**src/rtl/refresh_sched.sv**
```systemverilog
module refresh_sched #(
  parameter int NUM_BG       = 8,
  parameter int BANKS_PER_BG = 4,
  parameter int T_AB_INT     = 7800,
  parameter int T_SB_INT     = 975,
  parameter int T_RFC_AB     = 590,
  parameter int T_RFC_SB     = 260,
  parameter int T_REFSBRD    = 60,
  parameter int MAX_OWED     = 8,
  parameter int URGENT_AT    = 6,
  parameter int BW           = (BANKS_PER_BG > 1) ? $clog2(BANKS_PER_BG) : 1
) (
  input  logic                           clk,
  input  logic                           rst_n,
  input  logic [NUM_BG*BANKS_PER_BG-1:0] bank_idle,
  input  logic                           fgr_mode,
  input  logic                           ref_grant,
  output logic                           ref_req,
  output logic                           ref_same_bank,
  output logic [BW-1:0]                  ref_bank,
  output logic                           ref_urgent,
  output logic [NUM_BG*BANKS_PER_BG-1:0] bank_lockout,
  output logic [NUM_BG*BANKS_PER_BG-1:0] act_block
);
  localparam int NB    = NUM_BG * BANKS_PER_BG;
  localparam int T_MAX = (T_AB_INT > T_SB_INT) ? T_AB_INT : T_SB_INT;
  localparam int L_MAX = (T_RFC_AB > T_RFC_SB) ? T_RFC_AB : T_RFC_SB;
  localparam int TW    = $clog2(T_MAX + 1);
  localparam int LW    = $clog2(L_MAX + 1);
  localparam int SW    = $clog2(T_REFSBRD + 1);
  localparam int OW    = $clog2(MAX_OWED + 1);

  logic                    mode_q;
  logic [TW-1:0]           tmr;
  logic [OW-1:0]           owed;
  logic [BANKS_PER_BG-1:0] pend;
  logic [LW-1:0]           lock_cnt [BANKS_PER_BG];
  logic [BANKS_PER_BG-1:0] lock_nz;
  logic [BANKS_PER_BG-1:0] idx_free;
  logic [SW-1:0]           sbrd_cnt;
  logic [BW-1:0]           sbrd_idx;
  logic                    req_q, req_sb_q;
  logic [BW-1:0]           req_idx_q;
  logic                    pick_ok;
  logic [BW-1:0]           pick_idx;
  logic [BANKS_PER_BG-1:0] pend_nxt;

  wire take     = req_q & ref_grant;
  wire any_lock = |lock_nz;
  wire sbrd_on  = (sbrd_cnt != '0);
  wire quiet    = ~req_q & ~any_lock & ~sbrd_on;
  wire mode_chg = quiet & (fgr_mode != mode_q);
  wire [TW-1:0] period_m1 = mode_q ? TW'(T_SB_INT - 1) : TW'(T_AB_INT - 1);
  wire tick     = (tmr >= period_m1);
  wire ab_ok    = (&bank_idle) & ~any_lock;

  assign ref_req       = req_q;
  assign ref_same_bank = req_sb_q;
  assign ref_bank      = req_idx_q;
  assign ref_urgent    = (owed >= OW'(URGENT_AT));

  genvar gb, gg;
  generate
    for (gb = 0; gb < BANKS_PER_BG; gb++) begin : g_idx
      logic [NUM_BG-1:0] grp_idle;
      for (gg = 0; gg < NUM_BG; gg++) begin : g_grp
        assign grp_idle[gg]                      = bank_idle[gg*BANKS_PER_BG + gb];
        assign bank_lockout[gg*BANKS_PER_BG + gb] = lock_nz[gb];
        assign act_block[gg*BANKS_PER_BG + gb]    = sbrd_on & (sbrd_idx != BW'(gb));
      end
      assign lock_nz[gb]  = (lock_cnt[gb] != '0);
      assign idx_free[gb] = (&grp_idle) & ~lock_nz[gb];

      always_ff @(posedge clk) begin
        if (!rst_n)
          lock_cnt[gb] <= '0;
        else if (take && (!req_sb_q || req_idx_q == BW'(gb)))
          lock_cnt[gb] <= req_sb_q ? LW'(T_RFC_SB) : LW'(T_RFC_AB);
        else if (lock_nz[gb])
          lock_cnt[gb] <= lock_cnt[gb] - 1'b1;
      end
    end
  endgenerate

  always_comb begin
    pick_ok  = 1'b0;
    pick_idx = '0;
    for (int b = BANKS_PER_BG - 1; b >= 0; b--) begin
      if (pend[b] && idx_free[b]) begin
        pick_ok  = 1'b1;
        pick_idx = BW'(b);
      end
    end
  end

  always_comb begin
    pend_nxt = pend;
    pend_nxt[req_idx_q] = 1'b0;
  end

  always_ff @(posedge clk) begin
    if (!rst_n) begin
      mode_q <= 1'b0;
      tmr    <= '0;
      owed   <= '0;
    end else if (mode_chg) begin
      mode_q <= fgr_mode;
      tmr    <= '0;
      owed   <= '0;
    end else begin
      tmr <= tick ? '0 : tmr + 1'b1;
      if (tick && !take && owed != OW'(MAX_OWED))
        owed <= owed + 1'b1;
      else if (take && !tick)
        owed <= owed - 1'b1;
    end
  end

  always_ff @(posedge clk) begin
    if (!rst_n) begin
      req_q     <= 1'b0;
      req_sb_q  <= 1'b0;
      req_idx_q <= '0;
    end else if (take) begin
      req_q <= 1'b0;
    end else if (!req_q && !mode_chg && owed != '0 && (mode_q ? pick_ok : ab_ok)) begin
      req_q     <= 1'b1;
      req_sb_q  <= mode_q;
      req_idx_q <= mode_q ? pick_idx : '0;
    end
  end

  always_ff @(posedge clk) begin
    if (!rst_n)
      pend <= '1;
    else if (take && req_sb_q)
      pend <= (pend_nxt == '0) ? '1 : pend_nxt;
  end

  always_ff @(posedge clk) begin
    if (!rst_n) begin
      sbrd_cnt <= '0;
      sbrd_idx <= '0;
    end else if (take && req_sb_q) begin
      sbrd_cnt <= SW'(T_REFSBRD);
      sbrd_idx <= req_idx_q;
    end else if (sbrd_on) begin
      sbrd_cnt <= sbrd_cnt - 1'b1;
    end
  end
endmodule

```
**config.mk**
```make
export PLATFORM = sky130hd
export DESIGN_NAME = refresh_sched
export DESIGN_NICKNAME = d
export VERILOG_FILES = /design/src/rtl/refresh_sched.sv
export SDC_FILE = /design/constraint.sdc
export NUM_CORES = 1
export LEC_CHECK = 0
export ABC_AREA = 1
export BUFFER_PORTS_ARGS = -buffer_cell sky130_fd_sc_hd__buf_2
export CORE_ASPECT_RATIO = 0.6
export CORE_MARGIN = 2
export CORE_UTILIZATION = 41
export CTS_CLUSTER_SIZE = 25
export DETAILED_ROUTE_END_ITERATION = 16
export PLACE_DENSITY = 0.69
export SLEW_MARGIN = 20
export SYNTH_ARGS = -nofsm -noshare
export SYNTH_HDL_FRONTEND = slang
export SYNTH_SLANG_ARGS = --single-unit
```
**constraint.sdc**
```tcl
create_clock -name clk -period 3 [get_ports clk]
set_input_delay 0.3 -clock clk [delete_from_list [all_inputs] [get_ports clk]]
set_output_delay 0.3 -clock clk [all_outputs]
set_load 0.02 [all_outputs]
```
Word-level counts from Yosys, hierarchy flattened:

Memory sizes are Yosys's and may differ from the RTL's.
Cells that the tools add are included.

* logic and storage cells: 166
* memories kept: 1
* input port bits: 36
* memory bits (writable): 40
* bits in registers: 34

Memories
* lock_cnt: depth 4, width 10, read ports 4, clocked after memory_dff 0, wr ports 4, RTL line 37 `logic [LW-1:0] lock_cnt [BANKS_PER_BG];`

* add/subtract/negate cells: 8
* muxes and demuxes: 56
* reduce and logical (&&, ||, !) cells: 47
* magnitude comparators: 4
* eq/ne operators: 8
* bitwise gates (word level): 32

Operators with widths (count)
* $mux W10: 9
* $reduce_bool A10 Y1: 4
* $sub A10 B1 Y10 const B: 4
* $mux W1: 35
* $reduce_and A32 Y1: 1
* $reduce_and A8 Y1: 4
* $logic_and A1 B1 Y1: 16
* $add A13 B1 Y13 const B: 1
* $and A1 B1 Y1: 13
* $ge A13 B13 Y1: 1
* $mux W13: 1
* $mux W4: 3
* $mux W6: 2
* $mux W2: 5
* $not A1 Y1: 9
* $or A1 B1 Y1: 8
* $reduce_bool A2 Y1: 3
* $reduce_bool A6 Y1: 1
* $reduce_or A2 Y1: 3
* $sub A6 B1 Y6 const B: 1
* $logic_not A1 Y1: 5
* $add A4 B1 Y4 const B: 1
* $and A4 B4 Y4: 1
* $eq A2 B2 Y1 const B: 2
* 18 further kinds: 22

Logic depth before layout (Yosys ltp):

Gate-level depths: netlist of run 1.

* depth after elaboration: 11
* depth in mapped cells: 18
* depth with buffers taken out: 18

Worst setup path before layout of run 1:

No wires, ideal clock.

* kind: reg-to-reg
* start point: reg mode_q
* end point: reg owed[3]
* path buffers: 0
* setup slack: 0.489 ns
* data arrival time: 2.396 ns
* data required time: 2.885 ns
* stages on the path, launching flop included: 17
* cells stage by stage: dfxtp_1 > inv_1 > ha_1 > nand2_1 > nor2_1 > nand2_1 > nor2_1 > nand3_1 > nand3_1 > nand2_1 > ha_1 > nand2_1 > nand2_1 > a31oi_1 > nand2_1 > a21oi_1 > nor2_1

* word-level cells in the longest chain between the ends: 5
* elaborated cells between the ends (all ways): 11

Ends and longest elaborated chain
* from (decl): RTL line 33 `logic mode_q;`
* from (signal assigned): RTL line 107 `mode_q <= fgr_mode;`
* $mux W13: RTL line 53 `wire [TW-1:0] period_m1 = mode_q ? TW'(T_SB_INT - 1) : TW'(T_AB_INT - 1);`
* $ge A13 B13 Y1: RTL line 54 `wire tick = (tmr >= period_m1);`
* $logic_and A1 B1 Y1 or $logic_not A1 Y1 (tied branches): RTL line 112, 114
* $logic_and A1 B1 Y1 (on tied branches): RTL line 112, 114
* $mux W4 or $reduce_bool A2 Y1 (tied branches)
* to (signal assigned): RTL line 113 `owed <= owed + 1'b1;`
* to (signal assigned): RTL line 115 `owed <= owed - 1'b1;`
* to (decl): RTL line 35 `logic [OW-1:0] owed;`

Parallel ways exist; a longest one is shown, timed or not.
A chain may end at the register's enable or synchronous reset.

Worst setup path after layout of run 1:

Same ends and word-level chain as after synthesis.

==> flow_summary.ini, run 1 <==
[sta]
hold_viol = 0
worst_pin_slew_ns = 0.573
fmax_mhz = 390
whs_ns = 0.276
skew_ns = 0.00552
setup_violations = 0
fin_crit_sh_pct = 85.5
grt_setup_unrepaired = no
drv_slew = 0
layout_min_cycle_time_ns = 2.57
fin_setup_tns_ns = 0
max_slew_margin_pct = 61.7

[critical_path]
cp_num_buf_inv = 2
rr_endpoint = owed[3]
crit_family = simple AND/OR/NAND/NOR gates
setup.worst_path.class = reg2reg
worst_ep_required_time_ns = 3.23
critPathLaunchType = flip-flop
cp_num_cells = 18
ff2ff_path_depth = 18
crit_arrival_ns = 2.80
cp-end-kind = flip-flop
path_cells = inv_1, ha_1, nand2_1, nor2_1, nand2_1, nor2_1, nand3_1, nand3_1, nand2_1, ha_1, nand2_1, nand2_1, a31oi_1, inv_1, nand2_1, nand3_1, nand2_1, nor2_1
crit_start = mode_q
r2r-start = mode_q
r2r_slack_ns = 0.43
crit_end = owed[3]
cp_slowest_cell = ha_1
cp_max_fo = 7
cpPeakStageDelay_ns = 0.37
critPathMostFrequentCell = nand2_1

[synthesis]
syn_area_um2 = 4950
ys_warn_count = 0
async_flop_share_pct = 0
ys_ff_latch = 74
avgSynthCellArea_um2 = 7.77
synth_area_leader_cell = edfxtp_1
synthCells = 637
synth_edf_count = 40
synth_area_leaders = edfxtp_1 24%, dfxtp_1 14%, buf_4 8.5%
synth_top_area_share_pct = 24.3
synth_most_common_cell = nand2_1
yosysUniqueCellTypes = 45
yosys-top-cells-count = 105 x nand2_1, 89 x nor2_1, 77 x inv_1
syn_nets = 695
yosysSeqAreaShare_pct = 38.0
synth-main-ff-cell = edfxtp_1

[power_and_ir_drop]
ir_worst_vdd_uv = 503
power_frac_clock_pct = 22.5
swShare_pct = 43.2
p_total_mw = 5.16
p_per_area_nw_per_um2 = 928
p_leak_nw = 2.54
pwr-share-comb_pct = 47.0
p_int_mw = 2.93
switchingPower_mw = 2.23
power_frac_seq_pct = 30.5

[clock_network]
cts_root_buf = clkbuf_16
cts_buffers = 9
cts_sinks = 74
cts_resized = 0
clk_pin_slew_ns = 0.06
max-clock-path-buffers = 2
cts_tree = built
cts_setup_buffers = 0
cts.htree.levels = 3
clk_latency_ns = 0.34
postCtsHoldBufs = 0

[place]
port_buffers = 104
gp_congestion = 0.924
dp.cells = 848
place.detailed.hpwl_um = 8320

[outcome]
status = completed

[grt]
grt_pass1_vias = 3647
overflow = 0
grt_first_pass_wirelength_um = 17900
antenna_found_initial = 0
grt_max_degree = 16
grt.total_usage_pct = 17.5

[cells_and_area]
layout.cells.non_filler = 864
drive_gt1_share_pct = 25.3
syn_to_final_growth_pct = 12.3
seqCellArea_um2 = 1880
nets = 752
nFillCells = 1200
multi_input_area_um2 = 2290
n_antenna_cell = 0

[routing]
vias = 4054
postRouteAntennaNets = 0
wire_per_inst_um = 12.3
firstDrtPassIters = 4
drt_wl_total_um = 10700
drt_iter0_markers = 292
viasPerCell = 4.69
drcViolationCount = 0

[floorplan]
rows = 31
die_w_um = 146
io_pins = 105
die_h_um = 89.1
core-area_um2 = 11900
initial_core_util_pct = 41.6
die-area_um2 = 13000

[hold_path]
hp-class = in2reg

[flow_run]
cap_viol_max_count = 0
==> kinds of logic after synthesis <==
logic type                 count (synthesis)  share of synthesized area, %
and+or+nand+nor                          284                          26.8
buffers and inverters                    148                          15.7
AOI/OAI and AO/OA                         86                          9.73
DFF                                       74                          38.0
xor gates and xnor gates                  23                          4.07
adders and majority gates                 22                          5.71
==> through the flow <==
step	area (um^2)	setup WS [ns]	util, %
after floorplan	4950	0.489	-
after global placement	5240	0.533	44.0
after detailed placement	5240	0.426	44.0
after CTS	5560	0.418	46.7
after global routing	5560	0.114	46.7
final	5560	0.434	46.7
==> cells in the final DEF (no fill, tap or decap), types with 3 or more instances in the layout <==
| master | n |
|---|---|
| nand2_2 | 6 |
| or2_2 | 4 |
| dfxtp_1 | 34 |
| o21ai_1 | 3 |
| clkinv_2 | 4 |
| ha_1 | 21 |
| o31ai_1 | 4 |
| nand4_1 | 12 |
| o22ai_1 | 4 |
| nand2_1 | 105 |
| buf_2 | 104 |
| inv_1 | 77 |
| a21oi_1 | 27 |
| nand3_2 | 6 |
| nor3_1 | 6 |
| clkbuf_16 | 9 |
| nand3_1 | 23 |
| a31oi_1 | 9 |
| nor2_1 | 89 |
| o21ai_0 | 31 |
| xnor2_1 | 7 |
| nor2_2 | 19 |
| xor2_1 | 16 |
| edfxtp_1 | 40 |
| inv_2 | 12 |
==> final cells by class <==
cell class	instances	area share, %
multi-input combinational	415	41.2
clock buffer	10	4.30
timing repair buffer	105	9.50
sequential	74	33.8
clock inverter	6	1.44
tap	165	3.71
inverter	89	6.01
==> state kept, by name (all words and copies together), names as in the netlist <==
name           flops
tmr               13
sbrd_idx           2
sbrd_cnt           6
ref_bank           2
lock_cnt          40
ref_same_bank      1
ref_req            1
pend               4
mode_q             1
owed               4
==> worst min path at each step <==
stage / start / endpoint / slack [ns] / cells after the start
finish: fgr_mode / mode_q / 0.28 / 3
global route: fgr_mode / mode_q / 0.30 / 3
CTS: fgr_mode / mode_q / 0.27 / 3
detailed placement: tmr[0] / tmr[0] / 0.46 / 1
global placement: sbrd_cnt[0] / sbrd_cnt[0] / 0.45 / 2
floorplan: tmr[0] / tmr[0] / 0.44 / 1
==> metal layers <==
| metal | global-route usage (%) | routed length (um) | up-vias |
|---|---|---|---|
| li1 | - | - | 2141 |
| met1 | 25.5 | 5640 | 1790 |
| met2 | 25.4 | 4140 | 109 |
| met3 | 4.59 | 724 | 14 |
| met4 | 5.35 | 152 | 0 |
| met5 | 0 | 0 | - |
==> power by group through the flow <==
stage / clock, mW / sequential, mW / combinational, mW
finish: 1.16 / 1.58 / 2.42
floorplan: 0 / 1.55 / 2.23
global placement: 0 / 1.59 / 2.39
CTS: 1.19 / 1.57 / 2.43
global route: 1.24 / 1.60 / 2.73
detailed placement: 0 / 1.59 / 2.41
==> tightest hold or removal path, cell delays in order <==
cell and delay (ns):
buf_2 0.12, nor2_1 0.10, a211oi_1 0.05
No activity file was read; power rests on OpenSTA's default activity.
==> inputs of run 2 (changes only) <==
- CORE_ASPECT_RATIO: 0.6 -> default
- CTS_BUF_LIST: default -> sky130_fd_sc_hd__clkbuf_16
- MAX_ROUTING_LAYER: default -> met4
==> run 2 against run 1 <==
Highest routed layer unchanged. Count of clock-buffer cells in the layout down 1. Sequential power about the same. Worst setup slack worse by 0.051 ns. Clock skew rose by 0.0072 ns. Largest power group unchanged. Combinational power shrank 2%. Die area decreased by 0.22%. Sequential share of layout area grew 0.33 points. Global-route usage is 0.86 points lower. Worst hold slack gained 0.020 ns. Critical path depth is the same. Largest cell class unchanged.
==> flow_summary.ini, run 2 (synthesis gave the netlist of run 1 again) <==
[place]
gp_congestion = 0.866
port_buffers = 104
dp.cells = 830
place.detailed.hpwl_um = 7670

[sta]
setup_violations = 0
hold_viol = 0
fin_crit_sh_pct = 87.2
worst_pin_slew_ns = 0.520
whs_ns = 0.296
layout_min_cycle_time_ns = 2.62
grt_setup_unrepaired = no
fin_setup_tns_ns = 0
drv_slew = 0
fmax_mhz = 382
max_slew_margin_pct = 65.3
skew_ns = 0.0127

[floorplan]
rows = 40
io_pins = 105
core-area_um2 = 11900
die_w_um = 114
die-area_um2 = 13000
die_h_um = 114
initial_core_util_pct = 41.6

[grt]
grt_max_degree = 16
grt.total_usage_pct = 16.6
antenna_found_initial = 0
grt_pass1_vias = 3628
overflow = 0
grt_first_pass_wirelength_um = 16700

[flow_run]
cap_viol_max_count = 0

[power_and_ir_drop]
swShare_pct = 43.6
pwr-share-comb_pct = 47.6
p_leak_nw = 2.52
switchingPower_mw = 2.18
power_frac_seq_pct = 31.4
p_per_area_nw_per_um2 = 908
ir_worst_vdd_uv = 260
p_int_mw = 2.82
power_frac_clock_pct = 21.0

[critical_path]
path_cells = inv_1, ha_1, nand2_1, nor2_1, nand2_1, nor2_1, nand3_1, nand3_1, nand2_1, ha_1, nand2_1, nand2_1, a31oi_1, inv_1, nand2_1, nand3_1, nand2_1, nor2_1
crit_start = mode_q
ff2ff_path_depth = 18
setup.worst_path.class = reg2reg
crit_arrival_ns = 2.84
worst_ep_required_time_ns = 3.23
cp-end-kind = flip-flop
r2r-start = mode_q
cpPeakStageDelay_ns = 0.36
cp_max_fo = 7
critPathLaunchType = flip-flop
critPathMostFrequentCell = nand2_1
cp_slowest_cell = ha_1

[clock_network]
cts_tree = built
clk_pin_slew_ns = 0.05
cts.htree.levels = 3
cts_resized = 0
clk_latency_ns = 0.34
postCtsHoldBufs = 0
cts_setup_buffers = 0
cts_root_buf = clkbuf_16
max-clock-path-buffers = 2
cts_buffers = 9
cts_sinks = 74

[routing]
drcViolationCount = 0
drt_wl_total_um = 10000
vias = 4047
drt_iter0_markers = 188
postRouteAntennaNets = 0
viasPerCell = 4.78
firstDrtPassIters = 5
wire_per_inst_um = 11.8

[cells_and_area]
largest_register_ffs = 40
syn_to_final_growth_pct = 11.2
layout.cells.non_filler = 846
nets = 752
regMostFlops = lock_cnt
n_antenna_cell = 0
nFillCells = 1181
most-common-layout-cells = 105 x nand2_1, 104 x buf_2, 89 x nor2_1
drive_gt1_share_pct = 25.0
multi_input_area_um2 = 2290
reg_top3 = lock_cnt: 40 flops, tmr: 13 flops, sbrd_cnt: 6 flops
layout_commonest_cell = nand2_1
seqCellArea_um2 = 1880

[outcome]
status = completed

[hold_path]
hp-start = fgr_mode
hp-class = in2reg
min_delay_path_depth = 3
## run 2: cell types whose count changed in the layout (fill, tap and decap cells not counted), sizes merged
cell      change
clkinvlp      +2
bufinv        -1
clkbuf        -1
clkinv        -1
inv           +1
## run 2: worst paths after layout
check	to	slack [ns]
hold / removal	mode_q	0.30
hold reg to reg	sbrd_cnt[0]	0.46
setup / recovery	owed[3]	0.38
setup reg to reg	owed[3]	0.38
## run 2: cell type report
type                       count  share of cell area, %
clock inverter                 7                   1.14
sequential                    74                   34.2
inverter                      89                   6.07
clock buffer                   9                   4.09
tap                          147                   3.34
multi-input combinational    415                   41.6
timing repair buffer         105                   9.59
## run 2: metal layers
metal | GRT usage (%) | vias to the layer above | part of all wire (%)
met5 | - | - | 0
met4 | 5.45 | 0 | 1.0
met3 | 3.40 | 9 | 5.0
met2 | 27.1 | 108 | 46
met1 | 20.8 | 1791 | 48
li1 | - | 2139 | -
## run 2: worst max-delay path: cells and delay by family (launching register included)
family	cells	cell delay, ns
AOI/OAI and AO/OA	1	0.18
buffers and inverters	2	0.20
and+or+nand+nor	13	1.12
adders and majority gates	2	0.69
DFF	1	0.33
## run 2: power groups by stage
stage | Clock (mW) | Sequential [mW] | Combinational, mW
after detailed placement | 0 | 1.58 | 2.38
after CTS | 1.07 | 1.57 | 2.39
after global routing | 1.11 | 1.60 | 2.68
after global placement | 0 | 1.58 | 2.36
after floorplan | 0 | 1.55 | 2.23
final | 1.05 | 1.57 | 2.38
## run 2: metrics by stage
stage | cell area [um^2] | util, % | setup WS [ns] | power [mW]
after global routing | 5510 | 46.2 | 0.138 | 5.38
final | 5510 | 46.2 | 0.383 | 5.00
after CTS | 5510 | 46.2 | 0.394 | 5.03
after detailed placement | 5220 | 43.8 | 0.401 | 3.96
after floorplan | 4950 | - | 0.489 | 3.78
after global placement | 5220 | 43.8 | 0.540 | 3.94
